**src/rtl/gpt_pkg.sv**
```systemverilog
package gpt_pkg;
   localparam int PCT_W   = 7;
   localparam int PCT_MAX = 100;
   typedef logic [PCT_W-1:0] pct_t;
   typedef enum logic {PAIR_FIRST = 1'b0, PAIR_SECOND = 1'b1} pair_e;
endpackage

```
**src/rtl/gpt_param_latch.sv**
```systemverilog
module gpt_param_latch
   import gpt_pkg::*;
#(
   parameter int PER_W   = 12,
   parameter int AMP_W   = 16,
   parameter int MIN_PER = 2,
   parameter bit SAT_PCT = 1'b1
) (
   input  logic             clk,
   input  logic             rst_n,
   input  logic             load,
   input  logic [PER_W-1:0] period_in,
   input  pct_t             open_pct,
   input  pct_t             diplo_pct,
   input  logic [AMP_W-1:0] voice_amp,
   output logic [PER_W-1:0] per_q,
   output logic [PER_W-1:0] open_len_q,
   output logic [PER_W-1:0] delay_q,
   output logic [AMP_W-1:0] amp_first_q,
   output logic [AMP_W-1:0] amp_full_q
);
   localparam int PROD_W = PER_W + 2*PCT_W;
   localparam int AMPP_W = AMP_W + PCT_W;

   pct_t             oq_c, di_c;
   logic [PER_W-1:0] per_c;
   logic [PROD_W-1:0] open_prod, delay_prod;
   logic [AMPP_W-1:0] amp_prod;

   if (SAT_PCT) begin : g_sat
      assign oq_c = (open_pct  > pct_t'(PCT_MAX)) ? pct_t'(PCT_MAX) : open_pct;
      assign di_c = (diplo_pct > pct_t'(PCT_MAX)) ? pct_t'(PCT_MAX) : diplo_pct;
   end else begin : g_raw
      assign oq_c = open_pct;
      assign di_c = diplo_pct;
   end

   assign per_c      = (period_in < PER_W'(MIN_PER)) ? PER_W'(MIN_PER) : period_in;
   assign open_prod  = PROD_W'(per_c) * PROD_W'(oq_c);
   assign delay_prod = PROD_W'(per_c) * PROD_W'(pct_t'(PCT_MAX) - oq_c) * PROD_W'(di_c);
   assign amp_prod   = AMPP_W'(voice_amp) * AMPP_W'(pct_t'(PCT_MAX) - di_c);

   always_ff @(posedge clk or negedge rst_n) begin
      if (!rst_n) begin
         per_q       <= PER_W'(MIN_PER);
         open_len_q  <= '0;
         delay_q     <= '0;
         amp_first_q <= '0;
         amp_full_q  <= '0;
      end else if (load) begin
         per_q       <= per_c;
         open_len_q  <= PER_W'(open_prod / PROD_W'(PCT_MAX));
         delay_q     <= PER_W'(delay_prod / PROD_W'(PCT_MAX * PCT_MAX));
         amp_first_q <= AMP_W'(amp_prod / AMPP_W'(PCT_MAX));
         amp_full_q  <= voice_amp;
      end
   end
endmodule

```
**src/rtl/gpt_phase_counter.sv**
```systemverilog
module gpt_phase_counter
   import gpt_pkg::*;
#(
   parameter int PER_W = 12
) (
   input  logic             clk,
   input  logic             rst_n,
   input  logic             sample_en,
   input  logic [PER_W-1:0] period_in,
   input  logic [PER_W-1:0] per_q,
   output logic             load,
   output logic             voiced_q,
   output logic [PER_W-1:0] cnt_q,
   output pair_e            pair_q
);
   logic at_end, boundary, want_voice;

   assign at_end     = voiced_q && (cnt_q == per_q - PER_W'(1));
   assign boundary   = !voiced_q || at_end;
   assign want_voice = (period_in != '0);
   assign load       = sample_en && boundary && want_voice;

   always_ff @(posedge clk or negedge rst_n) begin
      if (!rst_n) begin
         voiced_q <= 1'b0;
         cnt_q    <= '0;
         pair_q   <= PAIR_FIRST;
      end else if (sample_en) begin
         if (boundary) begin
            cnt_q <= '0;
            if (want_voice) begin
               voiced_q <= 1'b1;
               if (voiced_q)
                  pair_q <= (pair_q == PAIR_FIRST) ? PAIR_SECOND : PAIR_FIRST;
               else
                  pair_q <= PAIR_FIRST;
            end else begin
               voiced_q <= 1'b0;
               pair_q   <= PAIR_FIRST;
            end
         end else begin
            cnt_q <= cnt_q + PER_W'(1);
         end
      end
   end
endmodule

```
**src/rtl/gpt_pulse_decode.sv**
```systemverilog
module gpt_pulse_decode
   import gpt_pkg::*;
#(
   parameter int PER_W = 12,
   parameter int AMP_W = 16
) (
   input  logic             voiced,
   input  logic [PER_W-1:0] cnt,
   input  pair_e            pair,
   input  logic [PER_W-1:0] per,
   input  logic [PER_W-1:0] open_len,
   input  logic [PER_W-1:0] delay,
   input  logic [AMP_W-1:0] amp_first,
   input  logic [AMP_W-1:0] amp_full,
   output logic             period_start,
   output logic             pulse_valid,
   output logic [AMP_W-1:0] pulse_amp,
   output logic             open_phase
);
   logic [PER_W-1:0] pulse_pos;
   logic             first;

   assign first        = (pair == PAIR_FIRST);
   assign pulse_pos    = first ? delay : '0;
   assign period_start = voiced && (cnt == '0);
   assign pulse_valid  = voiced && (cnt == pulse_pos);
   assign pulse_amp    = !pulse_valid ? '0 : (first ? amp_first : amp_full);
   assign open_phase   = voiced && (cnt >= per - open_len);
endmodule

```
**src/rtl/glottal_pulse_timer.sv**
```systemverilog
module glottal_pulse_timer
   import gpt_pkg::*;
#(
   parameter int PER_W   = 12,
   parameter int AMP_W   = 16,
   parameter int MIN_PER = 2,
   parameter bit SAT_PCT = 1'b1
) (
   input  logic             clk,
   input  logic             rst_n,
   input  logic             sample_en,
   input  logic [PER_W-1:0] period_in,
   input  logic [6:0]       open_pct,
   input  logic [6:0]       diplo_pct,
   input  logic [AMP_W-1:0] voice_amp,
   output logic             period_start,
   output logic             pulse_valid,
   output logic [AMP_W-1:0] pulse_amp,
   output logic             open_phase
);
   if (PER_W < 4 || PER_W > 24) begin : g_bad_per_w
      $error("PER_W out of range");
   end
   if (AMP_W < 2 || AMP_W > 32) begin : g_bad_amp_w
      $error("AMP_W out of range");
   end
   if (MIN_PER < 2 || MIN_PER >= (1 << PER_W)) begin : g_bad_min_per
      $error("MIN_PER out of range");
   end

   logic             load_w, voiced_w;
   logic [PER_W-1:0] cnt_w, per_w, open_len_w, delay_w;
   logic [AMP_W-1:0] amp_first_w, amp_full_w;
   pair_e            pair_w;

   gpt_param_latch #(.PER_W(PER_W), .AMP_W(AMP_W), .MIN_PER(MIN_PER), .SAT_PCT(SAT_PCT)) u_latch (
      .clk(clk), .rst_n(rst_n), .load(load_w), .period_in(period_in),
      .open_pct(pct_t'(open_pct)), .diplo_pct(pct_t'(diplo_pct)), .voice_amp(voice_amp),
      .per_q(per_w), .open_len_q(open_len_w), .delay_q(delay_w),
      .amp_first_q(amp_first_w), .amp_full_q(amp_full_w)
   );

   gpt_phase_counter #(.PER_W(PER_W)) u_count (
      .clk(clk), .rst_n(rst_n), .sample_en(sample_en), .period_in(period_in),
      .per_q(per_w), .load(load_w), .voiced_q(voiced_w), .cnt_q(cnt_w), .pair_q(pair_w)
   );

   gpt_pulse_decode #(.PER_W(PER_W), .AMP_W(AMP_W)) u_decode (
      .voiced(voiced_w), .cnt(cnt_w), .pair(pair_w), .per(per_w),
      .open_len(open_len_w), .delay(delay_w), .amp_first(amp_first_w), .amp_full(amp_full_w),
      .period_start(period_start), .pulse_valid(pulse_valid),
      .pulse_amp(pulse_amp), .open_phase(open_phase)
   );
endmodule

```
**config.mk**
```make
export PLATFORM = sky130hd
export DESIGN_NAME = glottal_pulse_timer
export DESIGN_NICKNAME = d
export VERILOG_FILES = /design/src/rtl/gpt_pkg.sv /design/src/rtl/gpt_param_latch.sv /design/src/rtl/gpt_phase_counter.sv /design/src/rtl/gpt_pulse_decode.sv /design/src/rtl/glottal_pulse_timer.sv
export SDC_FILE = /design/constraint.sdc
export NUM_CORES = 1
export LEC_CHECK = 0
export BUFFER_PORTS_ARGS = -buffer_cell sky130_fd_sc_hd__buf_2
export CORE_ASPECT_RATIO = 1.25
export CORE_MARGIN = 4
export CORE_UTILIZATION = 55
export DETAILED_ROUTE_END_ITERATION = 12
export GPL_ROUTABILITY_DRIVEN = 0
export PLACE_DENSITY = 0.71
export SETUP_SLACK_MARGIN = 0.05
export SLEW_MARGIN = 15
export SYNTH_ARGS = -nofsm -noshare
export SYNTH_HDL_FRONTEND = slang
export SYNTH_SLANG_ARGS = --single-unit
```
**constraint.sdc**
```tcl
create_clock -name clk -period 3.4 [get_ports clk]
set_input_delay 0.51 -clock clk [delete_from_list [all_inputs] [get_ports clk]]
set_output_delay 0.51 -clock clk [all_outputs]
set_load 0.02 [all_outputs]
```
* Word level (Yosys, flattened, before mapping)
Cells that the tools add are included.
Cells by class: $add $sub $neg 5, shift operators 0, div/mod/pow operators 3, eq/ne operators 2, mux-type cells 11, order comparisons 4, reduce and logical (&&, ||, !) cells 11, multiply operators 4, bitwise logic cells 0
Operator list (number):
- $mux 12 | 3
- $mux 16 | 2
- $div 19x7->26 const B | 1
- $div 26x14->26 const B | 1
- $mul 12x26->26 | 1
- $mul 26x7->26 | 1
- $eq 12x12->1 | 2
- $div 23x7->23 const B | 1
- $mul 16x23->23 | 1
- $mul 12x7->19 | 1
- $sub 7x7->8 const A | 2
- $gt 7x7->1 const B | 2
- $mux 7 | 2
- $add 12x1->12 const B | 1
- $ge 12x12->1 | 1
- $logic_not 12->1 | 1
- $lt 12x2->1 const B | 1
- $reduce_bool 12->1 | 1
- $sub 12x1->12 const B | 1
- $sub 12x12->12 | 1
- $logic_and 1x1->1 | 6
- $mux 1 | 4
- $reduce_and 2->1 | 1
- $logic_not 1->1 | 1
- $logic_or 1x1->1 | 1
Storage, ports and cells: bits in read-only memories 0, memory bits (writable) 0, register bits 82, memories kept 0, latch bits 0, bits of input ports 45

* Longest topological paths before layout
word-level depth 6, gate-level depth with buffers 95

* Cells and area by module
Synthesis repeated with hierarchy kept, for this count alone.
Second synthesis, totals: cell total of the unflattened synthesis 3960, area, all modules 30797.0 µm²
By module, submodules not included:
- gpt_param_latch | instances 1, cells each 3644, area an instance 28290.9 µm²
- gpt_pulse_decode | instances 1, cells each 184, area an instance 1400.1 µm²
- gpt_phase_counter | instances 1, cells each 132, area an instance 1106.1 µm²

* Worst setup path before layout
No wires, ideal clock.
kind input to register, start in open_pct[1], end reg u_latch.delay_q[0], arrival 21.201 ns, cell stages on the path 85, required time 3.318 ns, path slack -17.883 ns, path through o21ai_0 nand2_1 nand3_1 clkbuf_1 and2_1 clkbuf_1 inv_1 ha_1 inv_1 a21oi_1 xnor2_1 clkbuf_1 nand2_1 fa_1 inv_1 fa_1 inv_1 fa_1 [... 49 more ...] a2111oi_4 nand3_1 and2_1 clkbuf_1 nand2b_1 o21a_2 xnor2_2 o31a_1 a311oi_2 o21a_2 o211ai_2 a32oi_2 a21o_1 o211ai_2 or3_1 a21boi_1 o31ai_1 a31oi_1
On the way: cells in the longest elaborated chain, start to end 6
Ends and longest elaborated chain:
- from (decl) | line glottal_pulse_timer.sv:13 | input logic [6:0] open_pct,
- $gt 7x7->1 | line gpt_param_latch.sv:31 | assign oq_c = (open_pct > pct_t'(PCT_MAX)) ? pct_t'(PCT_MAX) : open_pct;
- $mux 7 * | line gpt_param_latch.sv:31
- $sub 7x7->8 * | line gpt_param_latch.sv:40 | assign delay_prod = PROD_W'(per_c) * PROD_W'(pct_t'(PCT_MAX) - oq_c) * PROD_W'(di_c);
- $mul 12x26->26 * | line gpt_param_latch.sv:40
- $mul 26x7->26 * | line gpt_param_latch.sv:40
- $div 26x14->26 * | line gpt_param_latch.sv:53 | delay_q <= PER_W'(delay_prod / PROD_W'(PCT_MAX * PCT_MAX));
- to (signal assigned) | line gpt_param_latch.sv:53
- to (decl) | line gpt_param_latch.sv:18 | output logic [PER_W-1:0] delay_q,
Every way passes the cells marked *; elsewhere a longest branch is shown, timed or not. A chain may end at the register's enable or synchronous reset.

* Worst setup path after layout
start in open_pct[0], end reg u_latch.delay_q[0]
Same word-level chain as after synthesis.

==> out/qor.yml <==
grt_setup_unrepaired: "true"
antenna_found_initial: 4
synth.distinct_cells: 136
fin_skew_ns: 0.01863
ff2ff_setup_slack_ns: 0.07
violations: "setup timing"
synth_edf_count: 0
seqCellArea_um2: 2053
multi_input_area_um2: 31410
path_class: "in2reg"
maxSlewViolCount: 0
ys_top_cells_by_area: "fa_1 25%, ha_1 7.7%, nand2_1 6.8%"
finalSetupTns_ns: -379.62
postSynthCellCount: 4048
endpoint_kind: "flop"
yosysTopAreaCell: "fa_1"
crit_end: "u_latch.delay_q[0]"
max_stage_delay_ns: 0.93
cts_tree: "built"
synth_area_um2: 31870
synth_xor_area_share_pct: 6.643
synth-async-reset-ratio_pct: 100.0
hold_violations: 0
rr_endpoint: "u_latch.amp_first_q[8]"
r2r-start: "u_latch.per_q[1]"
grt_pass1_wl_um: 175900
holdBufCountCts: 0
status: "finished, violations left"
dieArea_um2: 61890
wire_per_inst_um: 19.83
grt_pass1_vias: 37380
arrival_ns: 20.89
totalWireLength_um: 120800
port_buffers: 63
cts_buffers: 9
fmax_ghz: 0.04844
cts.reportedPaths.clkPinSlew_ns: 0.07
cp-start-kind: "primary input"
n_fill_cell: 3266
tightestPinTransition_ns: 1.208
clk_latency_ns: 0.39
worst-path-max-fanout: 8
grt_max_degree: 40
slowest_stage: "o21ai_0"
synthTopCellsByCount: "579 x nand2_1, 507 x inv_1, 397 x fa_1, 239 x nor2_1, 196 x ha_1"
std_cell_rows: 98
synthFlopType: "dfrtp_1"
final.period_utilization_pct: 607.1
htree_levels: 3
yosys_warnings: 0
yosysMostFrequentCell: "nand2_1"
hpwl_um: 81750
cts.sinks: 82
maxCapViolations: 0
synth-simple-area-share_pct: 21.49
synth_top_family_by_area: "adder cells"
die_h_um: 277.1
critPathLaunch: "open_pct[0]"
ys_seq_area_share_pct: 6.442
ys_seq_elements: 82
drive_gt1_share_pct: 37.90
slew_headroom_pct: 18.61
fin_ws_ns: -17.24
drtIter0Drc: 2985
synth.area.mux_share_pct: 2.937
hold_class: "in2async"
synth.top_cell.area_share_pct: 24.94
syn2layout_area_growth_pct: 47.94
cts_root_buffer: "clkbuf_16"
synthAdderAreaFrac_pct: 33.17
remaining_drc_errors: 0
clk_path_buf_depth: 2
worstPathRequired_ns: 3.65
crit_top_cell: "buf_4"
min_period_ns: 20.64
coreArea_um2: 57260
synth_compound_area_share_pct: 21.48
first_pass_iters: 6
grt-ovfl-total: 0
setup_violations: 41
drtAntennaViolNets: 0
grt_use_total_pct: 33.61
viasPerCell: 6.151
initial_core_util_pct: 55.66
io_pins: 64
vias: 37472
reg2reg_depth: 17
postSynthAreaPerCell_um2: 7.873
fin_nets: 5973
die_w_um: 223.3
-- flip-flops by register name, summed over array words and instances (netlist names) --
| signal | count |
|---|---|
| u_latch.amp_first_q | 16 |
| u_latch.amp_full_q | 16 |
| u_count.cnt_q | 12 |
| u_latch.delay_q | 12 |
| u_latch.open_len_q | 12 |
| u_latch.per_q | 12 |
| u_count.pair_q | 1 |
| u_count.voiced_q | 1 |
-- stage by stage --
| step | worst slack [ns] | instances | utilization, % | hold slack (ns) | cell area [um^2] |
|---|---|---|---|---|---|
| 3_3_place_gp | -16.55 | 5858 | 74.17 | 0.4571 | 42470 |
| 5_1_grt | -17.97 | 6090 | 82.33 | 0.1458 | 47150 |
| 2_1_floorplan | -16.73 | 4112 | - | 0.2144 | 33850 |
| 4_1_cts | -15.99 | 5998 | 78.86 | 0.1483 | 45160 |
| 6_report | -17.24 | 6092 | 82.34 | 0.1271 | 47150 |
| 3_5_place_dp | -16.96 | 5858 | 74.17 | 0.4627 | 42470 |
-- timing repair --
| action | CTS | global route |
|---|---|---|
| gates resized for setup | 315 | 261 |
| endpoints found under the setup margin | 42 | 69 |
| pin swaps | 201 | 263 |
| buffers inserted | 128 | 95 |
| hold endpoints to repair | 0 | 0 |
-- layout by cell type, fill, tap and decap left out, drive strengths merged, types with 92 or more instances in the layout --
master / count
buf: 1357
nor3: 92
o21ai: 200
nand2: 581
ha: 196
and2: 162
fa: 397
xnor2: 167
a21oi: 184
inv: 511
nor2: 244
-- worst min path at each step --
stage | start | endpoint | cells past startpoint
2_1_floorplan | rst_n | u_count.cnt_q[0] | 0
3_3_place_gp | u_latch.amp_full_q[15] | u_latch.amp_full_q[15] | 2
3_5_place_dp | u_latch.amp_full_q[15] | u_latch.amp_full_q[15] | 2
4_1_cts | rst_n | u_latch.per_q[11] | 1
5_1_grt | rst_n | u_latch.per_q[11] | 1
6_report | rst_n | u_latch.per_q[11] | 1
-- layout make-up --
type                       count  share of cell area, %
multi-input combinational   3377                  66.61
timing repair buffer        1357                  22.36
sequential                    82                  4.355
inverter                     508                  4.055
tap                          750                  1.990
clock buffer                   9                 0.4777
clock inverter                 7                 0.1486
antenna                        2                0.01061
-- worst max-delay path, delay by kind of cell --
| kind | cells | cell delay (ns) |
|---|---|---|
| adder cells (fa/ha/maj) | 13 | 5.52 |
| buffers and inverters | 22 | 2.84 |
| AO/OA/AOI/OAI | 30 | 6.63 |
| AND/OR/NAND/NOR | 16 | 3.12 |
| multiplexers | 2 | 0.23 |
| XOR/XNOR | 9 | 1.96 |
-- routing by layer --
layer / GRT usage [%] / up-vias / wire length, um
met4: 19.19 / 2 / 11320
li1: - / 16415 / -
met5: 0 / - / 20
met1: 35.84 / 17843 / 40180
met3: 4.188 / 986 / 8522
met2: 63.25 / 2226 / 60800
-- cells by family (layout without fill, tap and decap cells) --
kind of cell	after synthesis	after routing
fa+ha+maj	610	610
compound gates	959	959
flops	82	82
other cells	2	68
buf+inv	653	1881
mux	89	89
xor+xnor	229	229
simple gates	1424	1424
Power is not shown: default switching activity piles up to over one toggle a cycle in this logic, so the estimate is an artifact.
